--- config.mk ---
export PLATFORM = sky130hd
export DESIGN_NAME = hb_gate_ctrl
export DESIGN_NICKNAME = d
export VERILOG_FILES = /design/src/rtl/hb_gate_pkg.sv /design/src/rtl/hb_pwm_sample.sv /design/src/rtl/hb_zcd_latch.sv /design/src/rtl/hb_target_dec.sv /design/src/rtl/hb_dead_seq.sv /design/src/rtl/hb_gate_ctrl.sv
export SDC_FILE = /design/constraint.sdc
export NUM_CORES = 1
export LEC_CHECK = 0
export CAP_MARGIN = 15
export CORE_MARGIN = 2
export CORE_UTILIZATION = 38
export CTS_BUF_LIST = sky130_fd_sc_hd__clkbuf_8
export CTS_CLUSTER_SIZE = 30
export DETAILED_ROUTE_END_ITERATION = 8
export PLACE_DENSITY = 0.77
export SYNTH_ARGS = -nofsm -noshare
export SYNTH_HDL_FRONTEND = slang
export SYNTH_SLANG_ARGS = --single-unit
--- constraint.sdc ---
create_clock -name clk -period 2.1 [get_ports clk]
set_clock_uncertainty 0.2 [all_clocks]
set_input_delay 0.315 -clock clk [delete_from_list [all_inputs] [get_ports clk]]
set_output_delay 0.315 -clock clk [all_outputs]
set_load 0.005 [all_outputs]
--- src/rtl/hb_gate_pkg.sv ---
package hb_gate_pkg;

  typedef enum logic [1:0] {
    LVL_LO   = 2'b00,
    LVL_HI   = 2'b01,
    LVL_MID  = 2'b10,
    LVL_OPEN = 2'b11
  } lvl_e;

  typedef enum logic [1:0] {
    DRV_OFF = 2'b00,
    DRV_HS  = 2'b01,
    DRV_LS  = 2'b10
  } drv_e;

  // A definite level is low or high; mid and open are both tri-state.
  function automatic logic lvl_definite(input logic [1:0] lvl);
    return (lvl == LVL_LO) || (lvl == LVL_HI);
  endfunction

  // Gap satisfied when the cycles already spent off, plus the current one,
  // reach the programmed dead time (zero behaves as one).
  function automatic logic gap_met(input logic [15:0] idle_cnt,
                                   input logic [15:0] dead_cfg);
    logic [16:0] done_cyc;
    done_cyc = {1'b0, idle_cnt} + 17'd1;
    return done_cyc >= {1'b0, dead_cfg};
  endfunction

endpackage

--- src/rtl/hb_pwm_sample.sv ---
module hb_pwm_sample
  import hb_gate_pkg::*;
(
  input  logic       clk,
  input  logic       rst_n,
  input  logic [1:0] pwm_lvl_i,
  input  logic       blk_i,
  output logic [1:0] lvl_q_o,
  output logic       vld_o
);

  logic [1:0] lvl_q;
  logic       vld_q;

  always_ff @(posedge clk or negedge rst_n) begin
    if (!rst_n) begin
      lvl_q <= LVL_OPEN;
      vld_q <= 1'b0;
    end else begin
      lvl_q <= pwm_lvl_i;
      vld_q <= !blk_i;
    end
  end

  assign lvl_q_o = lvl_q;
  assign vld_o   = vld_q;

  a_r11_vld_drops: assert property (@(posedge clk) disable iff (!rst_n)
    blk_i |=> !vld_q);

endmodule

--- src/rtl/hb_zcd_latch.sv ---
module hb_zcd_latch
  import hb_gate_pkg::*;
(
  input  logic       clk,
  input  logic       rst_n,
  input  logic [1:0] lvl_q_i,
  input  logic       zc_i,
  input  logic       blk_i,
  output logic       zc_seen_o,
  output logic       zc_now_o
);

  logic zc_lat;
  logic in_mid;

  assign in_mid   = !lvl_definite(lvl_q_i);
  assign zc_now_o = in_mid && (zc_lat || zc_i);

  always_ff @(posedge clk or negedge rst_n) begin
    if (!rst_n) begin
      zc_lat <= 1'b0;
    end else if (blk_i || !in_mid) begin
      zc_lat <= 1'b0;
    end else if (zc_i) begin
      zc_lat <= 1'b1;
    end
  end

  assign zc_seen_o = zc_lat;

  a_r5_zc_sticky: assert property (@(posedge clk) disable iff (!rst_n)
    (zc_lat && in_mid && !blk_i) |=> zc_lat);

endmodule

--- src/rtl/hb_target_dec.sv ---
module hb_target_dec
  import hb_gate_pkg::*;
(
  input  logic [1:0] lvl_q_i,
  input  logic       vld_i,
  input  logic       blk_i,
  input  logic       ls_en_i,
  input  logic       zc_now_i,
  output drv_e       tgt_o
);

  always_comb begin
    tgt_o = DRV_OFF;
    if (!blk_i && vld_i) begin
      unique case (lvl_q_i)
        LVL_HI:  tgt_o = DRV_HS;
        LVL_LO:  tgt_o = ls_en_i ? DRV_LS : DRV_OFF;
        default: tgt_o = (ls_en_i && !zc_now_i) ? DRV_LS : DRV_OFF;
      endcase
    end
  end

endmodule

--- src/rtl/hb_dead_seq.sv ---
module hb_dead_seq
  import hb_gate_pkg::*;
#(
  parameter int DT_W = 6
) (
  input  logic            clk,
  input  logic            rst_n,
  input  drv_e            tgt_i,
  input  logic [DT_W-1:0] dead_cyc_i,
  output logic            hs_o,
  output logic            ls_o
);

  localparam logic [DT_W-1:0] CNT_SAT = {DT_W{1'b1}};

  logic            hs_q, ls_q;
  logic            hs_nxt, ls_nxt;
  logic [DT_W-1:0] idle_cnt;
  logic            gap_ok;
  logic            fall_evt;

  assign gap_ok = gap_met(16'(idle_cnt), 16'(dead_cyc_i));

  always_comb begin
    hs_nxt = (tgt_i == DRV_HS) && !ls_q && (hs_q || gap_ok);
    ls_nxt = (tgt_i == DRV_LS) && !hs_q && (ls_q || gap_ok);
  end

  assign fall_evt = (hs_q && !hs_nxt) || (ls_q && !ls_nxt);

  always_ff @(posedge clk or negedge rst_n) begin
    if (!rst_n) begin
      hs_q     <= 1'b0;
      ls_q     <= 1'b0;
      idle_cnt <= CNT_SAT;
    end else begin
      hs_q <= hs_nxt;
      ls_q <= ls_nxt;
      if (fall_evt)
        idle_cnt <= '0;
      else if (idle_cnt != CNT_SAT)
        idle_cnt <= idle_cnt + 1'b1;
    end
  end

  assign hs_o = hs_q;
  assign ls_o = ls_q;

  a_r10_excl: assert property (@(posedge clk) disable iff (!rst_n)
    !(hs_q && ls_q));

  a_r9_hs_gap: assert property (@(posedge clk) disable iff (!rst_n)
    $rose(hs_q) |-> $past(!hs_q && !ls_q));

  a_r9_ls_gap: assert property (@(posedge clk) disable iff (!rst_n)
    $rose(ls_q) |-> $past(!hs_q && !ls_q));

endmodule

--- src/rtl/hb_gate_ctrl.sv ---
module hb_gate_ctrl
  import hb_gate_pkg::*;
#(
  parameter int DT_W = 6
) (
  input  logic            clk,
  input  logic            rst_n,
  input  logic [1:0]      pwm_lvl_i,
  input  logic            zc_i,
  input  logic            en_i,
  input  logic            ls_en_i,
  input  logic            flt_i,
  input  logic [DT_W-1:0] dead_cyc_i,
  output logic            hs_gate_o,
  output logic            ls_gate_o
);

  logic       blk;
  logic [1:0] lvl_q;
  logic       vld;
  logic       zc_seen;
  logic       zc_now;
  drv_e       tgt;

  assign blk = !en_i || flt_i;

  hb_pwm_sample u_smp (
    .clk       (clk),
    .rst_n     (rst_n),
    .pwm_lvl_i (pwm_lvl_i),
    .blk_i     (blk),
    .lvl_q_o   (lvl_q),
    .vld_o     (vld)
  );

  hb_zcd_latch u_zcd (
    .clk       (clk),
    .rst_n     (rst_n),
    .lvl_q_i   (lvl_q),
    .zc_i      (zc_i),
    .blk_i     (blk),
    .zc_seen_o (zc_seen),
    .zc_now_o  (zc_now)
  );

  hb_target_dec u_dec (
    .lvl_q_i  (lvl_q),
    .vld_i    (vld),
    .blk_i    (blk),
    .ls_en_i  (ls_en_i),
    .zc_now_i (zc_now),
    .tgt_o    (tgt)
  );

  hb_dead_seq #(.DT_W(DT_W)) u_seq (
    .clk        (clk),
    .rst_n      (rst_n),
    .tgt_i      (tgt),
    .dead_cyc_i (dead_cyc_i),
    .hs_o       (hs_gate_o),
    .ls_o       (ls_gate_o)
  );

  a_r7_en_off: assert property (@(posedge clk) disable iff (!rst_n)
    !en_i |=> (!hs_gate_o && !ls_gate_o));

  a_r8_flt_off: assert property (@(posedge clk) disable iff (!rst_n)
    flt_i |=> (!hs_gate_o && !ls_gate_o));

  a_r6_ls_block: assert property (@(posedge clk) disable iff (!rst_n)
    !ls_en_i |=> !ls_gate_o);

  a_r5_no_ls_after_zc: assert property (@(posedge clk) disable iff (!rst_n)
    (zc_seen && !lvl_definite(lvl_q)) |=> !$rose(ls_gate_o));

  a_r11_fresh: assert property (@(posedge clk) disable iff (!rst_n)
    ($rose(hs_gate_o) || $rose(ls_gate_o)) |-> $past(vld));

endmodule

* After elaboration in Yosys (flattened, before gate mapping) *
Cells that the tools add are included.

operators by class
  reduce and logical (&&, ||, !) cells = 27
  eq/ne operators = 4
  add/subtract/negate cells = 2
  $lt $le $gt $ge = 1
  multiplexer cells = 8

operators by type and width
  cell                                                  number
  >= comparator 17 x 6 -> 1 bit                         1
  two-way mux 6 bit                                     2
  logical AND 1 bit                                     9
  logical NOT 1 bit                                     8
  adder 6 x 1 -> 7 bit (second input constant)          1
  logical OR 1 bit                                      7
  adder 6 x 1 -> 6 bit (second input constant)          1
  two-way mux 2 bit                                     3
  inequality test 6 bit (second input constant)         1
  equality test 2 x 1 -> 1 bit (second input constant)  2
  one-hot mux 2 bit (2 select lines)                    1
  nonzero test 2 bit                                    2
  equality test 2 bit (second input constant)           1
  logical NOT 2 bit                                     1
  two-way mux 1 bit                                     2

storage, ports and cells
  logic and storage cells = 48
  register bits = 12

* Logic depth before layout (Yosys ltp) *
Gate-level depths: netlist of run 1.

  depth after elaboration = 16
  mapped depth = 8

* Modules after synthesis *
A second synthesis of run 1 with hierarchy kept.

unflattened totals
  cells, all modules = 72
  area total of the unflattened synthesis = 725.7 um^2

by module, submodules not included
  module         cells an instance  area an instance (um^2)  times used
  hb_dead_seq    61                 559.3                    1
  hb_pwm_sample  4                  81.3                     1
  hb_zcd_latch   3                  46.3                     1
  hb_target_dec  3                  32.5                     1
  hb_gate_ctrl   1                  6.3                      1

* Least setup slack after synthesis of run 1 *
OpenSTA, ideal clock, no wires.

  kind = flip-flop to flip-flop
  from = register u_seq.idle_cnt[2]
  to = register u_seq.ls_q, in the netlist u_seq.ls_o
  cell stages (with the launch flop) = 9
  clock period less this slack = 2.092 ns
  library setup time = 0.129 ns
  arrival time = 1.763 ns
  slack = 0.008 ns
  cells stage by stage = dfstp_2 -> and3_4 -> and3_2 -> xnor2_1 -> inv_1 -> ha_1 -> a21oi_1 -> and3_1 -> a31oi_1

on the way
  word-level cells in the longest chain between the ends = 4

RTL lines
  element                        line               source
  from (decl)                    hb_dead_seq.sv:18  logic [DT_W-1:0] idle_cnt;
  from (signal assigned)         hb_dead_seq.sv:42  idle_cnt <= idle_cnt + 1'b1;
  adder 6 x 1 -> 7 bit           hb_gate_pkg.sv:26  done_cyc = {1'b0, idle_cnt} + 17'd1;
  >= comparator 17 x 6 -> 1 bit  hb_gate_pkg.sv:27  return done_cyc >= {1'b0, dead_cfg};
  logical OR 1 bit               hb_dead_seq.sv:26  ls_nxt = (tgt_i == DRV_LS) && !hs_q && (ls_q || gap_ok);
  logical AND 1 bit              hb_dead_seq.sv:26
  named net u_seq.ls_nxt         hb_dead_seq.sv:17  logic hs_nxt, ls_nxt;
  to (signal assigned)           hb_dead_seq.sv:38  ls_q <= ls_nxt;
  to (decl)                      hb_dead_seq.sv:16  logic hs_q, ls_q;

The timed path passes the listed nets, and every way through them passes these cells.
A chain may end at the register's enable or synchronous reset.

* Worst setup path after layout of run 1 *
  from = register u_seq.idle_cnt[0]
  to = register u_seq.ls_q, in the netlist u_seq.ls_o

The elaborated chain is that of the path after synthesis.

==> results.yml, run 1 <==
setup_path:
  r2r_slack_ns: 0.07
  arrival_ns: 2.00
  cp.buffers_inverters: 1
  reg2regPathDepth: 8
  r2r_end: "u_seq.ls_o"
  crit_type: "register to register"
  crit_top_cell: "nand3_1"
  cp-start-kind: "register"
  cp_slowest_cell: "dfstp_2"
  crit_path_cell_trace: "ha_4 -> nand3_1 -> xor2_1 -> inv_1 -> ha_1 -> nand3_1 -> and3_1 -> a31oi_1"
  cpPeakStageDelay_ns: 0.56
  r2r_start: "u_seq.idle_cnt[0]"
  critical_path.top_delay_family: "flip-flops"
  crit_fanout: 4
  cp_num_cells: 8
  cp.required_ns: 2.06
  end_kind: "register"
cells_and_area:
  num_antenna_cells: 0
  layout_commonest_cell: "clkdlybuf4s50_1"
  fin_area_mm2: 0.00103
  nNetsFinal: 115
  drive_above_1_share_pct: 32.3
  final_util_pct: 58.9
  area_growth_pct: 45.6
  final_cell_mix: "clkdlybuf4s50_1, inv_1, dfstp_2"
global_routing:
  grt_max_degree: 13
  overflow: 0
  grtUsageTotal_pct: 15.3
  grt_pass1_vias: 586
  grt_pass1_wl_um: 2330
  antenna_found_initial: 0
routing:
  routed_wl_um: 1410
  routed_via_density: 4.75
  via_count: 561
  wire_per_inst_um: 12.0
  dr.pass1.iters: 4
  drtIter0Drc: 11
  remaining_drc_errors: 0
  drtAntennaViolNets: 0
floorplanning:
  die_area_mm2: 0.00222
  rows: 15
  coreArea_mm2: 0.00175
  die_x_um: 47.1
  start_util_pct: 40.4
  die_y_um: 47.1
  ioPinCount: 16
min_path:
  hold_class: "input port to async pin"
logic_synthesis:
  synth_warnings: 0
  synth_edf_count: 0
  synth_cell_types: 26
  yosysSeqAreaShare_pct: 44.0
  synthFlopType: "dfstp_2"
  netlist_area_um2: 706
  synth_top_cell_area_share_pct: 29.8
  async_flop_share_pct: 100
  synth_seq_cells: 12
  syn_nets: 88
  postSynthCellCount: 67
  synth.avg_cell_area_um2: 10.5
  synth.area.top_cells: "dfstp_2, dfrtp_1, ha_1"
  yosysTopAreaCell: "dfstp_2"
sta:
  hold_violations: 0
  worst_slack_ns: 0.0657
  maxSlewViolCount: 0
  tightest_slew_ns: 0.514
  slew_headroom_pct: 65.6
  max_freq_mhz: 492
  period_minus_slack_ns: 2.03
  period_share_pct: 96.9
  tns_ns: 0
  final-setup-viol-count: 0
clock_network:
  cts_inserted_buffers: 3
  cts_buffer_depth: 2
  clkTransAtPathRegs_ns: 0.05
  cts_root_buf: "clkbuf_8"
  cts_hold_buf: 0
  cts_max_level: 1
  cts_sinks: 12
  cts_tree: "yes"
  clk_latency_ns: 0.24
place:
  place_congestion: 0.785
  io_buffers: 15
  place_worst_setup_slack_ns: -0.00436
  postPlaceCellArea_um2: 932
  dp_hpwl_um: 1050
pwr:
  swShare_pct: 34.0
  clockPowerShare_pct: 18.5
  pwr-share-comb_pct: 50.8
  power_switching_mw: 0.454
  seqPwrFrac_pct: 30.6
  p_per_area_mw_per_mm2: 1300
  leakagePower_nw: 0.461
  internal-power_mw: 0.882
  ir_drop_v: 0.000699
flow_run:
  maxCapViolCount: 0
run_status:
  status: "complete, no violations"
[worst register-to-register path, stage by stage (launching register included)]
cell,delay (ns)
dfstp_2,0.56
ha_4,0.16
nand3_1,0.09
xor2_1,0.21
inv_1,0.08
ha_1,0.29
nand3_1,0.07
and3_1,0.17
a31oi_1,0.12
[worst max path at each step]
stage                      start    endpoint  slack [ns]
2_1_floorplan  u_seq.idle_cnt[2]  u_seq.ls_o       0.008
3_3_place_gp   u_seq.idle_cnt[0]  u_seq.hs_o        0.02
3_5_place_dp   u_seq.idle_cnt[4]  u_seq.ls_o      -0.004
5_1_grt        u_seq.idle_cnt[0]  u_seq.ls_o       -0.04
6_report       u_seq.idle_cnt[0]  u_seq.ls_o        0.07
4_1_cts        u_seq.idle_cnt[0]  u_seq.ls_o       0.004
[routing by layer]
layer  global-route usage (%)  wire length [µm]
met5                        0                 0
met4                     7.78                21
met3                     6.15                57
met2                     24.9               694
met1                     17.3               641
[Yosys cell counts (all sizes together), types with 2 or more instances]
cell type and count:
a31oi 2, ha 7, xnor2 2, inv 10, nor2 5, dfrtp 4, nand3 4, dfstp 8
nor2b 2, and3 3, xor2 3, a21oi 5, nand4 2
[what timing repair did]
action / CTS / global route
cloned: 0 / 0
buffers inserted: 0 / 1
pin swaps: 0 / 3
resized for setup: 1 / 4
hold endpoints to repair: 0 / 0
endpoints found under the setup margin: 1 / 2
[through the flow]
step / hold slack [ns] / total power, mW / std cells
floorplan: -0.181 / 0.788 / 67
global placement: 0.307 / 0.973 / 113
detailed placement: 0.313 / 0.996 / 113
CTS: 0.230 / 1.27 / 117
global route: 0.253 / 1.47 / 118
finish: 0.215 / 1.34 / 118
[power groups by stage]
stage / combinational (mW) / sequential (mW) / clock, mW
after global placement: 0.578 / 0.395 / 0
final: 0.680 / 0.409 / 0.248
after global routing: 0.775 / 0.421 / 0.272
after floorplan: 0.383 / 0.405 / 0
after CTS: 0.623 / 0.396 / 0.253
after detailed placement: 0.597 / 0.399 / 0
[state kept, by name, indices dropped and copies added (netlist names)]
register and flops:
u_smp.lvl_q_o 2, u_seq.ls_o 1, u_smp.vld_o 1, u_zcd.zc_seen_o 1
u_seq.idle_cnt 6, u_seq.hs_o 1
[cell type report]
cell class,count,area [µm²]
repair buffers,22,203
well taps,25,31.3
flip-flops and latches,12,310
fillers,145,718
clock buffers,4,55.1
multi-input cells,45,390
inverters,10,37.5
[cells by family after synthesis]
kind of cell | Yosys count | share of synthesized area [%]
buf+inv | 10 | 5.32
compound gates | 12 | 11.7
fa+ha+maj | 7 | 12.4
xor+xnor | 5 | 6.21
simple gates | 20 | 19.0
mux | 1 | 1.42
flops | 12 | 44.0
Power figures use the tool's default switching activity.
==> run 2, diff against run 1 <==
--- a/config.mk
+++ b/config.mk
@@ -12,6 +12,8 @@
 export CTS_CLUSTER_SIZE = 30
 export DETAILED_ROUTE_END_ITERATION = 8
 export PLACE_DENSITY = 0.77
+export RECOVER_POWER = 50
+export SETUP_SLACK_MARGIN = 0.02
 export SYNTH_ARGS = -nofsm -noshare
 export SYNTH_HDL_FRONTEND = slang
 export SYNTH_SLANG_ARGS = --single-unit
==> run 2 against run 1 <==
Net effect:
- the run now ends with setup timing left
- final cell count rose by 0.85%
- sequential share of layout area shrank 1.3 points
- critical path depth unchanged
- power rose by 9.6%
- non-clock buffer count grew 1
- fmax down 3.3%
- routed wire length increased by 10%
- global-route usage shrank 1.2 points
- first-iteration DRC count grew 27%
- register-to-register slack worse by 0.07 ns
- clock power grew 2%
- via count grew 3.9%
- critical path type unchanged
==> results.yml, run 2 (synthesis gave the netlist of run 1 again) <==
setup_path:
  arrival_ns: 2.06
  crit_fanout: 3
  reg2regPathDepth: 8
  cp.required_ns: 2.06
  crit_type: "register to register"
  cp_num_cells: 8
  cp_slowest_cell: "dfstp_2"
  cp-start-kind: "register"
  cpPeakStageDelay_ns: 0.56
  crit_path_cell_trace: "ha_4 -> nand3_1 -> xor2_1 -> inv_1 -> ha_4 -> nand3_1 -> and3_4 -> a31oi_1"
  end_kind: "register"
  cp.buffers_inverters: 1
  r2r_start: "u_seq.idle_cnt[0]"
  critical_path.top_delay_family: "flip-flops"
  critPathLaunch: "u_seq.idle_cnt[0]"
clock_network:
  cts_max_level: 1
  cts_buffer_depth: 2
  cts_sinks: 12
  cts_root_buf: "clkbuf_8"
  cts_hold_buf: 0
  clkTransAtPathRegs_ns: 0.05
  cts_tree: "yes"
  clk_latency_ns: 0.24
  cts_inserted_buffers: 3
global_routing:
  grt_pass1_wl_um: 2090
  overflow: 0
  grt_max_degree: 13
  grt_pass1_vias: 547
  grtUsageTotal_pct: 14.1
  antenna_found_initial: 0
cells_and_area:
  final_util_pct: 61.5
  largest_reg_flops: 6
  layout_commonest_cell: "clkdlybuf4s50_1"
  largest_register: "u_seq.idle_cnt"
  area_growth_pct: 52.1
  fillers: 143
  final_cell_mix: "clkdlybuf4s50_1, inv_1, dfstp_2"
  fin_area_mm2: 0.00107
  multi_input_area_um2: 425
  drive_above_1_share_pct: 35.1
  nNetsFinal: 116
  num_antenna_cells: 0
  seqCellArea_um2: 310
place:
  place_congestion: 0.749
  dp_hpwl_um: 1140
  postPlaceCellArea_um2: 937
  io_buffers: 15
sta:
  slew_headroom_pct: 63.6
  timing.hold.ws_ns: 0.294
  period_minus_slack_ns: 2.10
  maxSlewViolCount: 0
  worst_slack_ns: -0.00412
  tightest_slew_ns: 0.544
  hold_violations: 0
  tns_ns: -0.00412
  period_share_pct: 100
  final-setup-viol-count: 1
  rsz0062_at_grt: "true"
  max_freq_mhz: 475
routing:
  routed_via_density: 4.90
  drtIter0Drc: 14
  routed_wl_um: 1560
  via_count: 583
  remaining_drc_errors: 0
  dr.pass1.iters: 4
  wire_per_inst_um: 13.1
  drtAntennaViolNets: 0
floorplanning:
  coreArea_mm2: 0.00175
  die_x_um: 47.1
  start_util_pct: 40.4
  rows: 15
  ioPinCount: 16
  die_area_mm2: 0.00222
  die_y_um: 47.1
pwr:
  power.total_mw: 1.46
  p_per_area_mw_per_mm2: 1360
  leakagePower_nw: 0.471
  ir_drop_v: 0.000686
flow_run:
  maxCapViolCount: 0
run_status:
  status: "complete, but fails checks"
  failed_checks: "setup timing"
min_path:
  hold_class: "input port to async pin"
run 2: cell type report:
class,count,share of cell area (%)
clock buffer,4,5.13
inverter,10,3.50
tap,25,2.91
timing repair buffer,23,19.9
sequential,12,28.9
multi-input combinational,45,39.6
run 2: per-layer routing:
| metal | global-route usage (%) | vias up | part of all wire, % |
|---|---|---|---|
| met4 | 6.67 | 0 | 1.5 |
| met1 | 14.6 | 281 | 42 |
| met5 | 0 | - | 0 |
| met2 | 23.6 | 12 | 52 |
| li1 | - | 286 | - |
| met3 | 7.31 | 4 | 4.8 |
run 2: final timing paths:
kind                                     end  slack, ns
setup / recovery                  u_seq.hs_o     -0.004
hold / removal                    u_seq.ls_o       0.29
setup reg to reg                  u_seq.hs_o     -0.004
hold reg to reg              u_zcd.zc_seen_o       0.32
max in group asynchronous  u_seq.idle_cnt[4]       1.04
min in group clk             u_zcd.zc_seen_o       0.32
run 2: stage by stage:
stage	instances	setup WS, ns
after global routing	119	-0.0765
final	119	-0.00412
after global placement	112	0.0384
after floorplan	67	0.0204
after detailed placement	112	-0.0183
after CTS	117	0.0328
run 2: repair_timing:
action	in CTS	in global routing
buffers inserted	1	2
endpoints found under the setup margin	2	2
cloned	0	0
pin swaps	2	6
gates resized for setup	3	7
run 2: report_power, final:
| group | switching (mW) | total, mW | internal, mW |
|---|---|---|---|
| Combinational | 0.346 | 0.792 | 0.447 |
| Sequential | 0.0725 | 0.420 | 0.347 |
| Clock | 0.0868 | 0.253 | 0.166 |
| Total | 0.505 | 1.46 | 0.960 |
==> run 3, diff against run 2 <==
--- a/config.mk
+++ b/config.mk
@@ -5,13 +5,14 @@
 export SDC_FILE = /design/constraint.sdc
 export NUM_CORES = 1
 export LEC_CHECK = 0
+export ABC_AREA = 1
 export CAP_MARGIN = 15
 export CORE_MARGIN = 2
 export CORE_UTILIZATION = 38
 export CTS_BUF_LIST = sky130_fd_sc_hd__clkbuf_8
 export CTS_CLUSTER_SIZE = 30
 export DETAILED_ROUTE_END_ITERATION = 8
-export PLACE_DENSITY = 0.77
+export PLACE_DENSITY = 0.76
 export RECOVER_POWER = 50
 export SETUP_SLACK_MARGIN = 0.02
 export SYNTH_ARGS = -nofsm -noshare
==> run 3 against run 2 <==
Net effect:
- the run now ends clean
- combinational power shrank 6.6%
- sequential share of layout area grew 0.067 points
- routed wire length shrank 8.9%
- critical path depth grew 5
- final area shrank 0.23%
- via count grew 9.4%
- register-to-register slack gained 0.04 ns
- first-iteration DRC count shrank 43%
- final cell count grew 20%
- critical endpoint is now u_seq.ls_o
- clock power is essentially flat
==> results.yml, run 3 <==
place:
  place_worst_setup_slack_ns: -0.0369
  io_buffers: 15
  dp_hpwl_um: 1100
  place_congestion: 0.761
  postPlaceCellArea_um2: 978
min_path:
  hold_class: "input port to async pin"
logic_synthesis:
  ys_top_cells_by_count: "inv_1, nand2_1, dfstp_2, nor2_1, ha_1"
  synth_edf_count: 0
  synthFlopType: "dfstp_2"
  postSynthCellCount: 91
  synth.avg_cell_area_um2: 8.26
  synthSimpleGateAreaFrac_pct: 22.6
  synth_fa_ha_area_share_pct: 11.6
  synth_xor_area_share_pct: 4.49
  async_flop_share_pct: 100
  synth_compound_area_share_pct: 7.49
  synth_seq_cells: 12
  synth_top_cell_area_share_pct: 28.0
  synth_top_family_by_area: "simple AND/OR/NAND/NOR gates"
  syn_nets: 112
  synth.area.mux_share_pct: 0
  synth_warnings: 0
  netlist_area_um2: 752
  yosysTopAreaCell: "dfstp_2"
  synth.most_common_cell: "inv_1"
  synth_cell_types: 21
  synth.area.top_cells: "dfstp_2, dfrtp_1, ha_1"
  yosysSeqAreaShare_pct: 41.3
global_routing:
  overflow: 0
  grt_pass1_vias: 611
  grtUsageTotal_pct: 13.0
  grt_max_degree: 13
  grt_pass1_wl_um: 2410
  antenna_found_initial: 0
floorplanning:
  die_y_um: 48.5
  rows: 16
  start_util_pct: 39.1
  ioPinCount: 16
  die_area_mm2: 0.00235
  coreArea_mm2: 0.00192
  die_x_um: 48.5
clock_network:
  cts_max_level: 1
  cts_buffer_depth: 2
  cts_sinks: 12
  cts_root_buf: "clkbuf_8"
  cts_tree: "yes"
  clkTransAtPathRegs_ns: 0.05
  clk_latency_ns: 0.24
  cts_inserted_buffers: 3
cells_and_area:
  final_cell_mix: "inv_1, nand2_1, clkdlybuf4s50_1"
  fin_area_mm2: 0.00107
  num_antenna_cells: 0
  multi_input_area_um2: 383
  largest_register: "u_seq.idle_cnt"
  area_growth_pct: 42.4
  final_util_pct: 55.7
  fillers: 188
  seqCellArea_um2: 310
  drive_above_1_share_pct: 30.2
  largest_reg_flops: 6
  nNetsFinal: 138
  layout_commonest_cell: "inv_1"
sta:
  timing.hold.ws_ns: 0.286
  period_share_pct: 98.4
  final-setup-viol-count: 0
  period_minus_slack_ns: 2.07
  worst_slack_ns: 0.0328
  tightest_slew_ns: 0.515
  rsz0062_at_grt: "true"
  slew_headroom_pct: 65.5
  max_freq_mhz: 484
  maxSlewViolCount: 0
  hold_violations: 0
pwr:
  pwr-share-comb_pct: 52.2
  ir_drop_v: 0.000541
  power.total_mw: 1.42
  p_per_area_mw_per_mm2: 1320
  clockPowerShare_pct: 17.8
  internal-power_mw: 0.898
  seqPwrFrac_pct: 30.0
  swShare_pct: 36.6
  power_switching_mw: 0.518
  leakagePower_nw: 0.563
setup_path:
  cpPeakStageDelay_ns: 0.56
  critical_path.top_delay_family: "flip-flops"
  cp_num_cells: 13
  cp_slowest_cell: "dfstp_2"
  reg2regPathDepth: 13
  cp.buffers_inverters: 3
  crit_type: "register to register"
  end_kind: "register"
  crit_top_cell: "nand2_1"
  arrival_ns: 2.00
  r2r_slack_ns: 0.03
  cp.required_ns: 2.04
  cp-start-kind: "register"
  crit_path_cell_trace: "ha_4 -> nand2_2 -> inv_2 -> nand2_2 -> xor2_2 -> inv_2 -> ha_4 -> a21oi_1 -> nand2_1 -> nand2_1 -> nand3_1 -> nand2_1 -> inv_1"
  crit_fanout: 3
  endpoint: "u_seq.ls_o"
  r2r_end: "u_seq.ls_o"
  critPathLaunch: "u_seq.idle_cnt[0]"
  r2r_start: "u_seq.idle_cnt[0]"
routing:
  drtAntennaViolNets: 0
  routed_via_density: 4.46
  via_count: 638
  routed_wl_um: 1420
  drtIter0Drc: 8
  wire_per_inst_um: 9.91
  remaining_drc_errors: 0
  dr.pass1.iters: 4
run_status:
  status: "complete, no violations"
flow_run:
  maxCapViolCount: 0
[run 3: changes by cell type after synthesis, moves of 2 or more]
cell,change
a31oi_1,-2
inv_1,+12
inv_2,+3
nand2_1,+16
nor2_1,+3
nor2_2,+2
nor2b_1,-2
xor2_1,-2
[run 3: worst min-delay path by stage]
stage	end	slack (ns)	from
after CTS	u_zcd.zc_seen_o	0.24	rst_n
after floorplan	u_seq.hs_o	-0.18	rst_n
final	u_zcd.zc_seen_o	0.29	rst_n
after global routing	u_seq.ls_o	0.33	rst_n
after detailed placement	u_zcd.zc_seen_o	0.36	u_smp.lvl_q_o[1]
after global placement	u_zcd.zc_seen_o	0.35	u_smp.lvl_q_o[1]
[run 3: repair_timing]
item                                    in CTS  in global routing
setup buffers                                1                  1
gates resized for setup                      2                  2
hold buffers                                 0                  0
endpoints found under the setup margin       2                  2
[run 3: final cells by class]
class,count,share of cell area [%]
Multi-Input combinational cell,54,35.7
Sequential cell,12,29.0
Timing Repair Buffer,21,18.2
Inverter,25,8.76
Clock buffer,4,5.14
Tap cell,27,3.15
[run 3: logic make-up after synthesis]
family | after synthesis
fa+ha+maj | 7
compound gates | 9
simple gates | 35
buf+inv | 25
xor+xnor | 3
flops | 12
[run 3: power by group through the flow]
stage | Sequential (mW) | Clock, mW | Combinational (mW)
after global placement | 0.417 | 0 | 0.630
after floorplan | 0.422 | 0 | 0.458
after detailed placement | 0.422 | 0 | 0.657
after CTS | 0.420 | 0.257 | 0.709
final | 0.424 | 0.252 | 0.740
after global routing | 0.435 | 0.265 | 0.834
[run 3: worst register-to-register path, cell delays in order, from the launching register on]
cell	delay, ns
dfstp_2	0.56
ha_4	0.14
nand2_2	0.06
inv_2	0.07
nand2_2	0.06
xor2_2	0.17
inv_2	0.07
ha_4	0.21
a21oi_1	0.11
nand2_1	0.08
nand2_1	0.07
nand3_1	0.06
nand2_1	0.06
inv_1	0.04
[run 3: per-stage QoR]
stage / instances / TNS (ns)
after floorplan: 91 / 0
after global placement: 137 / -0.0223
after detailed placement: 137 / -0.0730
after CTS: 142 / 0
after global routing: 143 / -0.195
final: 143 / 0
[run 3: layer usage]
metal | GRT usage (%) | share of wire, % | up-vias
met2 | 25.5 | 55 | 17
met5 | 0 | 0 | -
met1 | 13.7 | 40 | 292
li1 | - | - | 326
met3 | 2.78 | 4.4 | 3
met4 | 4.29 | 1.2 | 0
